==> config.mk <==
export PLATFORM = sky130hd
export DESIGN_NAME = wlw_tracker
export DESIGN_NICKNAME = d
export VERILOG_FILES = /design/src/rtl/wlw_pkg.sv /design/src/rtl/wlw_merge_check.sv /design/src/rtl/wlw_span_mask.sv /design/src/rtl/wlw_tracker.sv
export SDC_FILE = /design/constraint.sdc
export NUM_CORES = 1
export LEC_CHECK = 0
export ABC_AREA = 1
export BUFFER_PORTS_ARGS = -buffer_cell sky130_fd_sc_hd__buf_2
export CAP_MARGIN = 10
export CORE_MARGIN = 5
export CORE_UTILIZATION = 50
export DETAILED_ROUTE_END_ITERATION = 8
export PLACE_DENSITY_LB_ADDON = 0.15
export SLEW_MARGIN = 20
export SYNTH_ARGS = -nofsm -noshare
export SYNTH_HDL_FRONTEND = slang
export SYNTH_SLANG_ARGS = --single-unit
export TNS_END_PERCENT = 20
==> constraint.sdc <==
create_clock -name clk -period 2.2 [get_ports clk]
set_input_delay 0.44 -clock clk [delete_from_list [all_inputs] [get_ports clk]]
set_output_delay 0.44 -clock clk [all_outputs]
set_load 0.005 [all_outputs]
==> src/rtl/wlw_pkg.sv <==
package wlw_pkg;
    localparam int LINE_BYTES = 64;
    localparam int NUM_ATTR   = 8;

    typedef enum logic [1:0] {
        ST_EMPTY  = 2'd0,
        ST_GATHER = 2'd1,
        ST_FULL   = 2'd2,
        ST_MIXED  = 2'd3
    } wlw_state_e;
endpackage

==> src/rtl/wlw_merge_check.sv <==
module wlw_merge_check #(
    parameter int NUM_ATTR = 8
) (
    input  logic                valid_i,
    input  logic                write_i,
    input  logic [NUM_ATTR-1:0] attr_i,
    output logic                mergeable_o,
    output logic                spoil_o
);
    // A request may join the coverage only as a write free of every attribute bit.
    always_comb begin
        mergeable_o = valid_i && write_i && (attr_i == '0);
        spoil_o     = valid_i && !mergeable_o;
    end
endmodule

==> src/rtl/wlw_span_mask.sv <==
module wlw_span_mask #(
    parameter int LINE_BYTES = 64
) (
    input  logic [$clog2(LINE_BYTES)-1:0] offset_i,
    input  logic [$clog2(LINE_BYTES):0]   size_i,
    output logic [LINE_BYTES-1:0]         mask_o
);
    localparam int OFS_W = $clog2(LINE_BYTES);
    localparam int END_W = OFS_W + 2;

    logic [END_W-1:0] first;
    logic [END_W-1:0] limit;

    always_comb begin
        first = {2'b00, offset_i};
        limit = first + {1'b0, size_i};
    end

    // Bytes at or beyond the line end simply have no bit, which clips the range.
    for (genvar i = 0; i < LINE_BYTES; i++) begin : g_byte
        localparam logic [END_W-1:0] IDX = END_W'(i);
        assign mask_o[i] = (IDX >= first) && (IDX < limit);
    end
endmodule

==> src/rtl/wlw_tracker.sv <==
module wlw_tracker
    import wlw_pkg::*;
#(
    parameter int LINE_BYTES = wlw_pkg::LINE_BYTES,
    parameter int NUM_ATTR   = wlw_pkg::NUM_ATTR,
    localparam int OFS_W     = $clog2(LINE_BYTES),
    localparam int SIZE_W    = OFS_W + 1
) (
    input  logic              clk,
    input  logic              rst_n,
    input  logic              init_i,
    input  logic              req_valid_i,
    input  logic              req_write_i,
    input  logic [OFS_W-1:0]  req_offset_i,
    input  logic [SIZE_W-1:0] req_size_i,
    input  logic [NUM_ATTR-1:0] req_attr_i,
    input  logic              send_i,
    output logic              whole_line_o,
    output logic              was_whole_line_o,
    output logic              reset_state_o
);
    wlw_state_e            state_q, state_d;
    logic [LINE_BYTES-1:0] cover_q, cover_d;
    logic [LINE_BYTES-1:0] span;
    logic                  mergeable, spoil;
    logic                  was_q;

    wlw_merge_check #(.NUM_ATTR(NUM_ATTR)) u_merge (
        .valid_i     (req_valid_i),
        .write_i     (req_write_i),
        .attr_i      (req_attr_i),
        .mergeable_o (mergeable),
        .spoil_o     (spoil)
    );

    wlw_span_mask #(.LINE_BYTES(LINE_BYTES)) u_span (
        .offset_i (req_offset_i),
        .size_i   (req_size_i),
        .mask_o   (span)
    );

    // Next state and next coverage
    always_comb begin
        state_d = state_q;
        cover_d = cover_q;
        if (init_i) begin
            state_d = ST_EMPTY;                      // T_INIT
            cover_d = '0;
        end else begin
            unique case (state_q)
                ST_EMPTY, ST_GATHER: begin
                    if (spoil) begin
                        state_d = ST_MIXED;          // T_SPOIL
                    end else if (mergeable) begin
                        cover_d = cover_q | span;
                        if (&cover_d)
                            state_d = ST_FULL;       // T_COMPLETE
                        else if (cover_d != '0)
                            state_d = ST_GATHER;     // T_COVER
                    end
                end
                ST_FULL, ST_MIXED: state_d = state_q; // T_HOLD
                default: state_d = ST_EMPTY;
            endcase
        end
    end

    // State register
    always_ff @(posedge clk or negedge rst_n) begin
        if (!rst_n) begin
            state_q <= ST_EMPTY;
            cover_q <= '0;
            was_q   <= 1'b0;
        end else begin
            state_q <= state_d;
            cover_q <= cover_d;
            if (init_i)
                was_q <= 1'b0;
            else if (send_i)
                was_q <= (state_q == ST_FULL);
        end
    end

    // Outputs
    always_comb begin
        whole_line_o     = (state_q == ST_FULL);
        reset_state_o    = (state_q == ST_EMPTY);
        was_whole_line_o = was_q;
    end
endmodule

==> impl_results.md <==
- Outcome: finished with violations
- Violated checks: negative setup slack
- Pwr Density: 690.4 nW/um^2
- GR Layer Usage met1: 39.11%
- Fill cells: ~920
- Final critical-path setup slack: -0.6398 ns
- Fraction of registers with async set/reset: between 90% and 100%
- Die Width: ~110 um
- Antenna violations before repair: 0
- P_int: roughly 3.4 mW
- Clock root buffer: clkbuf_8
- Full die area: 13040 sq um
- Max Clock Freq: approximately 350 MHz
- CP startpoint kind: input pin
- Hold Crit Class: input pin to asynchronous set/reset pin
- CP endpoint kind: register
- Synth area leader: dfrtp_1
- Final Slew Violations: 0
- CTS Buf Count: 9
- CP required: between 2 and 2.5 ns
- RSZ-0062 raised after global routing: yes
- Crit-path most repeated cell: nand2_2
- Area Overhead vs Synth: 45.00%
- Vias in the first global route: 6352
- Largest net degree at the start of global routing: 63
- I/O Pins: 30
- Syn Inst Count: between 800 and 900
- Worst VDD drop: 0.0004533 V
- 1st-iter DRT viols: between 500 and 600
- Worst skew pair latency: between 0.3 and 0.4 ns
- Flop pwr share: about 27%
- Post-Route WL: 19.33 mm
- GRT Resource Usage Total: about 30%
- Syn Std Cell Area: roughly 5400 sq um
- Commonest cells in the netlist: 257 x nand2_1, 137 x inv_1, 117 x nor2_1, 112 x nand3_1, 81 x o21ai_0
- Worst EP arrival: roughly 3.1 ns
- FP Rows: 38
- DRC viols: 0
- Most common cell in the synthesized netlist: nand2_1
- Sequential fraction of the synthesis area: 30.89%
- CP Class: input pin to register
- Leakage: ~4 nW
- Max cap viols: 0
- DRT antenna net count: 0
- Port Buffers: 29
- Post-synth cell types: 37
- Met2 usage: between 40% and 50%
- Final min period: roughly 2.8 ns
- GPL Wtd Cong: between 0.9 and 1
- Worst r2r path cells: 6
- Final setup viols: 27
- N_diodes: 0
- Clk network pwr share: between 20% and 30%
- Grt peak-use layer: met2
- Net switching power: ~2.1 mW
- Overall Power: ~5.4 mW
- Delay-heaviest family, CP: simple AND/OR/NAND/NOR gates
- # clock sinks: between 60 and 70
- Comb power frac: 46.6%
- Fin. Hold Viols: 0
- Post-synth top area share: around 30%
- Core Region: ~11000 sq um
- Met3 usage: 4.598%
- Net Sw Frac: between 30% and 40%
- Rel. slew slack: between 60 and 70%
- Die height: around 110 um
- Placement Cell Area: between 6000 and 7000 sq um
- Clock Skew: about 0.018 ns
- Initial Util: about half
- Synth warn: 0
- Final period util: 129.1%
- Cell Chain, Critical Path: buf_8 > ha_4 > fa_2 > nand2_2 > nand2_2 > nand3_2 > nand2_2 > nand2_4 > nand2_4 > nor2_4 > buf_6 > clkbuf_16 > nand3_2 > nand2_2 > nand2_2 > nor2_2 > nand2_1 > nor2_2 > nand2_1 > nor2_2 > nand3_1 > nand2_1 > nand2_1 > o21ai_1
- Layout cell share with drive strength beyond 1: a little over a third
- Via count: 6486
- Post-Layout Inst Area: between 7000 and 8000 sq um
- H-tree levels: 3
- TritonCTS clock tree: yes
- #FFs+latches synth: 67
- Slowest stage cell on the critical path: fa_2
- Reg2reg setup slack: 0.62 ns
- Ys flop type: dfrtp_1
- Reg-to-reg startpoint: state_q[1]
- Mapped Nets: around 930
- Mean Syn Cell Area: 6.064 sq um
- Clock Tree Buf Depth: 2
- Slowest cell delay on critical path: approximately 0.35 ns
- Hpwl dp: ~14 mm
- Via density: ~5.3
- Worst-path fanout max: 6
- Setup TNS Final: -3.001 ns
- Synth area leaders: dfrtp_1 31%, nand2_1 18%, nand3_1 10%
- GRT Residual Overflow: 0
- Drt wl/cell: approximately 16 um
- Pre-CTS setup slack: -0.9558 ns
- Fin nets: around 1.1k
- Clock-pin slew on the worst setup and hold paths: 0.09 ns
- Global-route wire length before repair: approximately 31 mm
- Min Hold Slack: roughly 0.0017 ns
- Worst slew pin tran: 0.5347 ns
- CP Buf/Inv Count: 3
- TritonRoute pass-1 iters: 5
- Post-synth EDFFs: 0
- Worst R2R End: cover_q[54]
[cell type report]
class / instances / area, sq um / area share (%)
multi-input cells: 651 / 3573 / 45.41
well taps: 140 / 175.2 / 2.226
clock inverters: 6 / 136.4 / 1.733
flip-flops and latches: 67 / 1677 / 21.30
inverters: 147 / 551.8 / 7.011
clock buffers: 10 / 127.6 / 1.622
repair buffers: 194 / 1629 / 20.70
[flip-flops by register name (all words and copies together), names as in the netlist]
signal / flops
was_whole_line_o: 1
state_q: 2
cover_q: 64
[worst register-to-register path, cell delays in order, from the launching register on]
cell and delay [ns]:
dfrtp_1 0.42, nand2_1 0.10, o21ai_1 0.09, inv_2 0.31, buf_12 0.32, nand3_1 0.15
o21ai_0 0.10
[per-layer routing]
layer  vias to the layer above  part of all wire [%]
li1                       3166                     -
met1                      3036                    43
met2                       232                    47
met3                        52                   6.0
met4                         0                   3.9
met5                         -                     0
[power by group through the flow]
stage	registers, mW	logic (mW)	clock network, mW
detailed placement	1.49	2.06	0
CTS	1.47	2.22	1.43
global placement	1.49	2.01	0
floorplan	1.47	1.18	0
finish	1.47	2.53	1.43
global route	1.49	2.78	1.47
[worst max path at each step]
stage,from,to,slack [ns],cells after the start
finish,req_offset_i[0],state_q[0],-0.64,24
global placement,req_offset_i[0],state_q[0],-0.92,24
detailed placement,req_offset_i[0],state_q[0],-0.96,22
CTS,req_offset_i[0],state_q[0],-0.50,24
global route,req_offset_i[0],state_q[0],-0.84,24
floorplan,req_offset_i[0],state_q[0],-0.45,23
[logic make-up after synthesis]
group,after synthesis,synth area share [%]
flops,67,30.89
compound gates,122,11.87
buf+inv,178,13.39
simple gates,521,42.09
fa+ha+maj,7,1.752
[stage by stage]
stage	utilization (%)	std cells
floorplan	-	895
global placement	63.20	1180
detailed placement	63.20	1180
CTS	68.64	1206
global route	73.24	1215
finish	73.24	1215
[placed cells by master, fill, tap and decap left out, drive strengths merged, types with 11 or more instances in the layout]
cell,n
o21ai,84
nand3,116
inv,147
buf,193
nand2,267
dfrtp,67
clkbuf,11
nor2,126
a21oi,29
[repair_timing]
action / 4_1_cts / 5_1_grt
setup buffers: 7 / 8
pin swaps: 15 / 43
hold buffers: 0 / 0
endpoints found under the setup margin: 32 / 57
gates cloned: 3 / 2
gates resized for setup: 55 / 142
Power figures use the tool's default switching activity.
